`config.mk`:
```
export PLATFORM = sky130hd
export DESIGN_NAME = pwm_short_guard
export DESIGN_NICKNAME = d
export VERILOG_FILES = /design/src/rtl/pwm_guard_pkg.sv /design/src/rtl/pwm_guard_sync.sv /design/src/rtl/pwm_guard_pairs.sv /design/src/rtl/pwm_guard_regs.sv /design/src/rtl/pwm_short_guard.sv
export SDC_FILE = /design/constraint.sdc
export NUM_CORES = 1
export LEC_CHECK = 0
export BUFFER_PORTS_ARGS = -buffer_cell sky130_fd_sc_hd__buf_2
export CORE_UTILIZATION = 50
export CTS_BUF_LIST = sky130_fd_sc_hd__clkbuf_4 sky130_fd_sc_hd__clkbuf_8
export DETAILED_ROUTE_END_ITERATION = 8
export GPL_TIMING_DRIVEN = 0
export PLACE_DENSITY = 0.73
export SYNTH_ARGS = -nofsm -noshare
export SYNTH_HDL_FRONTEND = slang
export SYNTH_HIERARCHICAL = 1
export SYNTH_SLANG_ARGS = --single-unit
export TNS_END_PERCENT = 100
```
`constraint.sdc`:
```
create_clock -name clk -period 1.78 [get_ports clk]
set_input_delay 0.267 -clock clk [delete_from_list [all_inputs] [get_ports clk]]
set_output_delay 0.267 -clock clk [all_outputs]
set_load 0.005 [all_outputs]
```
`src/rtl/pwm_guard_pkg.sv`:
```
package pwm_guard_pkg;
  localparam int unsigned NUM_REQ   = 3;
  localparam int unsigned NUM_PAIRS = 3;
  localparam int unsigned NUM_PINS  = 2 * NUM_PAIRS;
  localparam int unsigned NUM_FLAGS = NUM_REQ + 1;
  localparam int unsigned FLG_SHORT = NUM_REQ;
  localparam int unsigned ROUTE_W   = 7;
  localparam int unsigned CTRL_W    = NUM_PAIRS + 1;
  localparam int unsigned AW        = 2;
  localparam int unsigned DW        = 8;

  // routing bit positions
  localparam int unsigned RT_R0_SGL = 0;
  localparam int unsigned RT_R0_OTH = 1;
  localparam int unsigned RT_R1_CMP = 2;
  localparam int unsigned RT_R1_OTH = 3;
  localparam int unsigned RT_R2_CMP = 4;
  localparam int unsigned RT_R2_SGL = 5;
  localparam int unsigned RT_R2_OTH = 6;

  typedef enum logic [AW-1:0] {
    A_CTRL   = 2'd0,
    A_PINPOL = 2'd1,
    A_ROUTE  = 2'd2,
    A_FLAGS  = 2'd3
  } reg_addr_e;
endpackage

```
`src/rtl/pwm_guard_sync.sv`:
```
module pwm_guard_sync #(
  parameter int unsigned WIDTH   = 1,
  parameter int unsigned STAGES  = 2,
  parameter logic        RST_VAL = 1'b0
) (
  input  logic             clk,
  input  logic             rst_n,
  input  logic [WIDTH-1:0] d,
  output logic [WIDTH-1:0] q
);
  logic [WIDTH-1:0] stage_q [STAGES];

  always_ff @(posedge clk or negedge rst_n) begin
    if (!rst_n) begin
      for (int s = 0; s < STAGES; s++) stage_q[s] <= {WIDTH{RST_VAL}};
    end else begin
      stage_q[0] <= d;
      for (int s = 1; s < STAGES; s++) stage_q[s] <= stage_q[s-1];
    end
  end

  assign q = stage_q[STAGES-1];
endmodule

```
`src/rtl/pwm_guard_pairs.sv`:
```
module pwm_guard_pairs
  import pwm_guard_pkg::*;
(
  input  logic [NUM_PINS-1:0]  pins,
  input  logic [NUM_PAIRS-1:0] pair_en,
  input  logic                 override_en,
  input  logic [NUM_PINS-1:0]  pin_pol,
  input  logic                 tmr_pol_sel,
  input  logic                 tmr_pol_common,
  input  logic [NUM_PINS-1:0]  tmr_pol_phase,
  output logic                 short_any
);
  logic [NUM_PINS-1:0]  act_lvl;
  logic [NUM_PINS-1:0]  pin_act;
  logic [NUM_PAIRS-1:0] pair_hit;

  // pick the polarity source
  always_comb begin
    if (override_en)      act_lvl = pin_pol;
    else if (tmr_pol_sel) act_lvl = tmr_pol_phase;
    else                  act_lvl = {NUM_PINS{tmr_pol_common}};
  end

  // a pin is active when its level equals its polarity bit
  assign pin_act = ~(pins ^ act_lvl);

  for (genvar g = 0; g < NUM_PAIRS; g++) begin : g_pair
    assign pair_hit[g] = pair_en[g] & pin_act[2*g] & pin_act[2*g+1];
  end

  assign short_any = |pair_hit;
endmodule

```
`src/rtl/pwm_guard_regs.sv`:
```
module pwm_guard_regs
  import pwm_guard_pkg::*;
(
  input  logic                 clk,
  input  logic                 rst_n,
  input  logic                 we,
  input  logic [AW-1:0]        addr,
  input  logic [DW-1:0]        wdata,
  output logic [DW-1:0]        rdata,
  input  logic [NUM_FLAGS-1:0] flag_set,
  output logic [NUM_PAIRS-1:0] pair_en,
  output logic                 override_en,
  output logic [NUM_PINS-1:0]  pin_pol,
  output logic [ROUTE_W-1:0]   route,
  output logic [NUM_FLAGS-1:0] flags
);
  reg_addr_e            sel;
  logic [CTRL_W-1:0]    ctrl_q, ctrl_d;
  logic [NUM_PINS-1:0]  pol_q, pol_d;
  logic [ROUTE_W-1:0]   route_q, route_d;
  logic [NUM_FLAGS-1:0] flag_q, flag_d, clr_mask;
  logic                 ctrl_en, pol_en, route_en;
  logic                 unused_wdata;

  assign sel          = reg_addr_e'(addr);
  assign unused_wdata = ^wdata[DW-1:ROUTE_W];

  // next state
  always_comb begin
    ctrl_en  = we && (sel == A_CTRL);
    pol_en   = we && (sel == A_PINPOL);
    route_en = we && (sel == A_ROUTE);
    ctrl_d   = wdata[CTRL_W-1:0];
    pol_d    = wdata[NUM_PINS-1:0];
    route_d  = wdata[ROUTE_W-1:0];
    clr_mask = (we && (sel == A_FLAGS)) ? wdata[NUM_FLAGS-1:0] : '0;
    // a live cause wins over a clear
    flag_d   = flag_set | (flag_q & ~clr_mask);
  end

  // registers
  always_ff @(posedge clk or negedge rst_n) begin
    if (!rst_n) begin
      ctrl_q  <= '0;
      pol_q   <= '0;
      route_q <= '0;
      flag_q  <= '0;
    end else begin
      if (ctrl_en)  ctrl_q  <= ctrl_d;
      if (pol_en)   pol_q   <= pol_d;
      if (route_en) route_q <= route_d;
      flag_q <= flag_d;
    end
  end

  // read mux
  always_comb begin
    rdata = '0;
    case (sel)
      A_CTRL:   rdata[CTRL_W-1:0]    = ctrl_q;
      A_PINPOL: rdata[NUM_PINS-1:0]  = pol_q;
      A_ROUTE:  rdata[ROUTE_W-1:0]   = route_q;
      A_FLAGS:  rdata[NUM_FLAGS-1:0] = flag_q;
      default:  rdata = '0;
    endcase
  end

  assign pair_en     = ctrl_q[NUM_PAIRS-1:0];
  assign override_en = ctrl_q[NUM_PAIRS];
  assign pin_pol     = pol_q;
  assign route       = route_q;
  assign flags       = flag_q;
endmodule

```
`src/rtl/pwm_short_guard.sv`:
```
module pwm_short_guard
  import pwm_guard_pkg::*;
#(
  parameter int unsigned SYNC_STAGES = 2
) (
  input  logic                clk,
  input  logic                rst_n,
  input  logic [NUM_REQ-1:0]  req_n,
  input  logic [NUM_PINS-1:0] pwm_pins,
  input  logic                tmr_pol_sel,
  input  logic                tmr_pol_common,
  input  logic [NUM_PINS-1:0] tmr_pol_phase,
  input  logic                reg_we,
  input  logic [AW-1:0]       reg_addr,
  input  logic [DW-1:0]       reg_wdata,
  output logic [DW-1:0]       reg_rdata,
  output logic                oe_cmp,
  output logic                oe_single,
  output logic                oe_other
);
  logic                 rst_sync_n;
  logic [NUM_REQ-1:0]   req_s_n;
  logic                 short_any;
  logic [NUM_PAIRS-1:0] pair_en;
  logic                 override_en;
  logic [NUM_PINS-1:0]  pin_pol;
  logic [ROUTE_W-1:0]   route;
  logic [NUM_FLAGS-1:0] flags;
  logic [NUM_FLAGS-1:0] flag_set;

  pwm_guard_sync #(.WIDTH(1), .STAGES(2), .RST_VAL(1'b0)) u_rst_sync (
    .clk(clk), .rst_n(rst_n), .d(1'b1), .q(rst_sync_n)
  );

  pwm_guard_sync #(.WIDTH(NUM_REQ), .STAGES(SYNC_STAGES), .RST_VAL(1'b1)) u_req_sync (
    .clk(clk), .rst_n(rst_sync_n), .d(req_n), .q(req_s_n)
  );

  pwm_guard_pairs u_pairs (
    .pins(pwm_pins), .pair_en(pair_en), .override_en(override_en),
    .pin_pol(pin_pol), .tmr_pol_sel(tmr_pol_sel),
    .tmr_pol_common(tmr_pol_common), .tmr_pol_phase(tmr_pol_phase),
    .short_any(short_any)
  );

  assign flag_set = {short_any, ~req_s_n};

  pwm_guard_regs u_regs (
    .clk(clk), .rst_n(rst_sync_n), .we(reg_we), .addr(reg_addr),
    .wdata(reg_wdata), .rdata(reg_rdata), .flag_set(flag_set),
    .pair_en(pair_en), .override_en(override_en), .pin_pol(pin_pol),
    .route(route), .flags(flags)
  );

  // group enables from latched flags and routing
  always_comb begin
    oe_cmp    = ~(flags[0] | flags[FLG_SHORT]
                  | (flags[1] & route[RT_R1_CMP])
                  | (flags[2] & route[RT_R2_CMP]));
    oe_single = ~(flags[1]
                  | (flags[0] & route[RT_R0_SGL])
                  | (flags[2] & route[RT_R2_SGL]));
    oe_other  = ~((flags[0] & route[RT_R0_OTH])
                  | (flags[1] & route[RT_R1_OTH])
                  | (flags[2] & route[RT_R2_OTH]));
  end
endmodule

```
# After elaboration in Yosys (flattened, before gate mapping)
# Cells that the tools add are included.
[totals] in_bits=30 word_cells=52 mem_count=0 ram_bits=0 romBits=0 latchBits=0 register_bits=29 output_inout_bits=11
[classes] n_addsub=0 mux=6 n_eq_ne=3 div=0 n_reduce_logical=6 n_shift=0 magnitude_cmp=0 mul=0 n_bitwise=29
[op_table] operator="$pmux W4 S4" count=1
[op_table] operator="$and A1 B1 Y1" count=13
[op_table] operator="$mux W6" count=2
[op_table] operator="$or A1 B1 Y1" count=7
[op_table] operator="$not A6 Y6" count=1
[op_table] operator="$xor A6 B6 Y6" count=1
[op_table] operator="$and A4 B4 Y4" count=1
[op_table] operator="$eq A2 B2 Y1 const B" count=2
[op_table] operator="$logic_and A1 B1 Y1" count=4
[op_table] operator="$mux W4" count=1
[op_table] operator="$not A4 Y4" count=1
[op_table] operator="$or A4 B4 Y4" count=1
[op_table] operator="$pmux W2 S2" count=1
[op_table] operator="$not A1 Y1" count=3
[op_table] operator="$not A3 Y3" count=1
[op_table] operator="$reduce_or A3 Y1" count=1
[op_table] operator="$eq A2 B1 Y1 const B" count=1
[op_table] operator="$logic_not A2 Y1" count=1
[op_table] operator="$mux W1" count=1

# Longest topological paths before layout
[depth] word_depth=8 depth_mapped=6

# By module
# Netlist, hierarchy kept.
[modules_own_cells] mod="pwm_guard_regs" n_inst=1 area_per_inst_um2=1018.5 cells_per_inst=79
[modules_own_cells] mod="pwm_guard_pairs" n_inst=1 area_per_inst_um2=289.0 cells_per_inst=37
[modules_own_cells] mod="pwm_guard_sync at u_req_sync" n_inst=1 area_per_inst_um2=180.2 cells_per_inst=9
[modules_own_cells] mod="pwm_short_guard" n_inst=1 area_per_inst_um2=51.3 cells_per_inst=8
[modules_own_cells] mod="pwm_guard_sync at u_rst_sync" n_inst=1 area_per_inst_um2=50.0 cells_per_inst=2

# Least setup slack after synthesis
# OpenSTA, ideal clock, no wires.
[synth_timing] kind="input to register" start="input port tmr_pol_sel" end="register u_regs.flag_q[3], in the netlist u_regs/flags[3]" required_ns=1.662 stages=6 slack_ns=0.360 t_arrival_ns=1.302 n_path_buf=1 cell_sequence="buf_6 > mux2_4 > o211a_1 > o2111ai_1 > o211ai_1 > a21o_1"
[synth_between] elab_chain_len=8 word_cells_on_any_way=12 cone_classes="mux: 2; bitwise: 9; reduce/logical: 1"
[synth_rtl] element="start, declared" line_no="pwm_short_guard.sv:10" source="input logic tmr_pol_sel,"
[synth_rtl] element="$mux W6 *" line_no="pwm_guard_pairs.sv:20" source="else if (tmr_pol_sel) act_lvl = tmr_pol_phase;"
[synth_rtl] element="$mux W6 *" line_no="pwm_guard_pairs.sv:19" source="if (override_en) act_lvl = pin_pol;"
[synth_rtl] element="$xor A6 B6 Y6 *" line_no="pwm_guard_pairs.sv:25" source="assign pin_act = ~(pins ^ act_lvl);"
[synth_rtl] element="$not A6 Y6 *" line_no="pwm_guard_pairs.sv:25"
[synth_rtl] element="$and A1 B1 Y1 (2 in a row)" line_no="pwm_guard_pairs.sv:28" source="assign pair_hit[g] = pair_en[g] & pin_act[2*g] & pin_act[2*g+1];"
[synth_rtl] element="$reduce_or A3 Y1 *" line_no="pwm_guard_pairs.sv:31" source="assign short_any = |pair_hit;"
[synth_rtl] element="via flag_set[3]" line_no="pwm_short_guard.sv:29" source="logic [NUM_FLAGS-1:0] flag_set;"
[synth_rtl] element="$or A4 B4 Y4 *" line_no="pwm_guard_regs.sv:38" source="flag_d = flag_set | (flag_q & ~clr_mask);"
[synth_rtl] element="via u_regs.flag_d[3]" line_no="pwm_guard_regs.sv:21" source="logic [NUM_FLAGS-1:0] flag_q, flag_d, clr_mask;"
[synth_rtl] element="end signal, assigned" line_no="pwm_guard_regs.sv:52" source="flag_q <= flag_d;"
[synth_rtl] element="end, declared" line_no="pwm_guard_regs.sv:21"
# The timed path passes the listed nets; every way through them passes the cells marked *.
# A chain may end at the register's enable or synchronous reset.

# Final worst setup path
[layout_timing] start="input port reg_addr[0]" end="output port reg_rdata[1]"
[layout_between] elab_chain_len=2 word_cells_on_any_way=5 cone_classes="eq/ne: 3; mux: 1; reduce/logical: 1"
[layout_rtl] element="start, declared" line_no="pwm_short_guard.sv:14" source="input logic [AW-1:0] reg_addr,"
[layout_rtl] element="$eq A2 B2 Y1 (tied with other cells)" line_no="pwm_guard_regs.sv:59" source="case (sel)"
[layout_rtl] element="$pmux W4 S4 *" line_no="pwm_guard_regs.sv:59"
[layout_rtl] element="end, declared" line_no="pwm_short_guard.sv:16" source="output logic [DW-1:0] reg_rdata,"
# Mark *: on every way between the ends. The rest lies on a longest branch, timed or not.

==> run_results.csv <==
group,metric,value,unit
outcome,status,"completed",
floorplan,row_count,20,
logic_synthesis,synth.yosys.seq_area_share,46.1,%
timing,slew_violations,0,
hold_path,hp-class,"input port to register",
clock_tree,clock_path_buffers,2,
logic_synthesis,synthCells,135,
timing,rsz0062_at_grt,"no",
global_route,antenna_found_initial,0,
drt,drtIter0Drc,53,
logic_synthesis,yosys.area.top_type,"dfrtp_1",
logic_synthesis,ys_types,32,
floorplan,die_height,58.4,um
logic_synthesis,ys_top_cells_by_area,"dfrtp_1, mux2_2, dfstp_2, mux2i_1, ha_1",
finish,final_nets,213,
logic_synthesis,synth.net_count,170,
timing,whs,41.1,ps
clock_tree,cts_resized,0,
drt,viasPerCell,5.26,
floorplan,io_pins,41,
clock_tree,cts_buffers,5,
clock_tree,clk_latency,320,ps
global_route,grtUsageTotal,21.3,%
place,place.gp.congestion,0.835,
drt,ant_nets,0,
logic_synthesis,yosys_most_used_dff,"dfrtp_1",
finish,instances_no_fill,223,
job,maxCapViolCount,0,
worst_setup_path,critPathArrivalTime,1470,ps
floorplan,initial_core_util,52.5,%
finish,area_growth,19.6,%
finish,finish.utilization,62.8,%
global_route,overflow,0,
pwr,power,1650,uW
worst_setup_path,critical_path_class,"input port to primary output",
logic_synthesis,synth_common_cells,"dfrtp_1, mux2_2, inv_1, mux2i_1",
logic_synthesis,ys_ff_latch,29,
drt,dr.pass1.iters,4,
finish,antenna_cells,0,
timing,fmax,575,MHz
worst_setup_path,critPathMaxFanout,8,
pwr,power_density,869,mW/mm^2
worst_setup_path,cp-start-kind,"input port",
logic_synthesis,synth.most_common_cell,"dfrtp_1",
finish,drive_above_1_share,45.8,%
logic_synthesis,synth-async-reset-ratio,100,%
timing,tightest_slew,1030,ps
global_route,grt_pass1_vias,1192,
timing,hold_violations,0,
clock_tree,h-tree-depth,2,
timing,maxSlewHeadroom,31.5,%
drt,wire_per_inst,14.3,um
drt,drc_errors,0,
clock_tree,cts.clk_slew.worst_paths,80,ps
logic_synthesis,synth_edf_count,0,
timing,setup_violations,0,
drt,routed_wirelength,3190,um
place,post-dp-hpwl,2430,um
timing,setup_tns,0,ps
clock_tree,root_buffer,"clkbuf_4",
worst_setup_path,end_kind,"primary output",
global_route,grt_first_pass_wirelength,5330,um
timing,finalCritPeriodShare,97.7,%
worst_setup_path,regToRegSetupSlack,170,ps
worst_setup_path,worstPathRequired,1510,ps
pwr,power.static_leakage,0.000918,uW
floorplan,die_w,58.4,um
logic_synthesis,netlist_area,0.00159,sq mm
global_route,grt_max_degree,28,
timing,post-route-min-period,1740,ps
place,port_buffers,36,
drt,via_count,1173,
place,place.detailed.instances,215,
logic_synthesis,synth_top_area_share,36.2,%
timing,fin_worst_skew,9.60,ps
logic_synthesis,syn_avg_cell_area,11.8,sq um
clock_tree,cts_tree,"built",
floorplan,die-area,0.00341,sq mm
clock_tree,cts.sinks,29,
pwr,peakVddDrop,798,uV
floorplan,core_area,0.00303,sq mm
logic_synthesis,yosys_warnings,6,
[cell usage in the layout, fill, tap and decap left out]
| cell | netlist | routed |
|---|---|---|
| a211oi_1 | 2 | 2 |
| a22oi_1 | 2 | 2 |
| buf_2 | 1 | 37 |
| nand2_4 | 1 | 1 |
| o211ai_1 | 3 | 3 |
| o21ai_0 | 2 | 2 |
| dfrtp_1 | 23 | 23 |
| inv_1 | 11 | 11 |
| nand3_1 | 4 | 4 |
| and2_1 | 4 | 4 |
| o2111ai_1 | 2 | 2 |
| buf_1 | 1 | 1 |
| xor2_1 | 1 | 1 |
| nand2b_1 | 4 | 4 |
| mux2_4 | 3 | 3 |
| clkbuf_8 | 0 | 2 |
| clkinv_2 | 0 | 1 |
| buf_4 | 6 | 6 |
| nor2b_1 | 3 | 3 |
| dlygate4sd3_1 | 0 | 1 |
| o211a_1 | 2 | 2 |
| conb_1 | 2 | 2 |
| a21o_1 | 4 | 4 |
| a222oi_1 | 5 | 5 |
| ha_1 | 5 | 5 |
| mux2i_1 | 7 | 7 |
| a211o_1 | 3 | 3 |
| nand2_2 | 1 | 1 |
| dfstp_2 | 6 | 6 |
| buf_6 | 1 | 1 |
| nand2_1 | 5 | 5 |
| a221oi_1 | 1 | 1 |
| a21oi_2 | 1 | 1 |
| mux2_2 | 18 | 18 |
| clkbuf_4 | 0 | 5 |
[final cells by class]
class | instances | area (sq um)
clock buffers | 7 | 65.1
inverters | 11 | 41.3
clock inverters | 1 | 5.00
multi-input cells | 85 | 746
flip-flops and latches | 29 | 733
fillers | 252 | 1130
plain buffers | 9 | 65.1
well taps | 44 | 55.1
repair buffers | 37 | 190
[where the power goes]
part	total [uW]	switching [uW]	internal, uW	leakage, uW
Clock	442	214	229	0.0000413
Combinational	363	153	210	0.000553
Sequential	847	92.9	754	0.000324
Total	1650	460	1190	0.000918
[worst paths after layout]
check,startpoint,cells past startpoint,end
max in group asynchronous,u_rst_sync/q$_DFF_PN0_,0,u_regs/flags[1]$_DFF_PN0_
min in group asynchronous,rst_n,2,u_rst_sync/stage_q[1]$_DFF_PN0_
setup reg to reg,u_regs/ctrl_q[3]$_DFFE_PN0P_,6,u_regs/flags[3]$_DFF_PN0_
setup / recovery,reg_addr[0],7,reg_rdata[1]
hold / removal,req_n[2],1,u_req_sync/stage_q[5]$_DFF_PN1_
hold reg to reg,u_rst_sync/stage_q[1]$_DFF_PN0_,0,u_rst_sync/q$_DFF_PN0_
[per-stage QoR]
stage,setup slack [ps],instance area (sq um)
after floorplan,360,1590
after global placement,97.3,1820
after detailed placement,73.9,1820
after CTS,65.9,1900
after global routing,1.15,1900
final,41.7,1900
[cells by family (layout without fill, tap and decap cells)]
| group | Yosys count | count (layout) | share of synthesized area, % |
|---|---|---|---|
| DFF | 29 | 29 | 46.1 |
| muxes | 28 | 28 | 20.0 |
| AOI/OAI and AO/OA | 27 | 27 | 14.1 |
| and+or+nand+nor | 22 | 22 | 7.87 |
| buffers and inverters | 21 | 65 | 6.93 |
| adders and majority gates | 5 | 5 | 3.94 |
| other | 2 | 2 | 0.473 |
| xor gates and xnor gates | 1 | 1 | 0.551 |
[flip-flops by register name, indices dropped and copies added, names as in the netlist]
register / cells
u_req_sync/q: 3
u_regs/route: 7
u_req_sync/stage_q: 3
u_regs/ctrl_q: 4
u_regs/pin_pol: 6
u_rst_sync/q: 1
u_rst_sync/stage_q: 1
u_regs/flags: 4
[what timing repair did]
action                                  CTS  global route
setup buffers                             0             0
hold endpoints to repair                  2             0
hold buffers                              1             0
endpoints found under the setup margin    0             1
[per-layer routing]
metal	part of all wire [%]	vias up	track usage (%)
met3	6.9	2	5.93
met5	0	-	0
met1	42	561	24.9
li1	-	563	-
met2	51	47	37.8
met4	0.53	0	7.14
[worst max-delay path, cell delays in order]
cell and delay, ps:
buf_2 110, inv_1 80, ha_1 190, buf_2 170, a222oi_1 400, mux2i_1 110, buf_2 140
No activity file was read; power rests on OpenSTA's default activity.
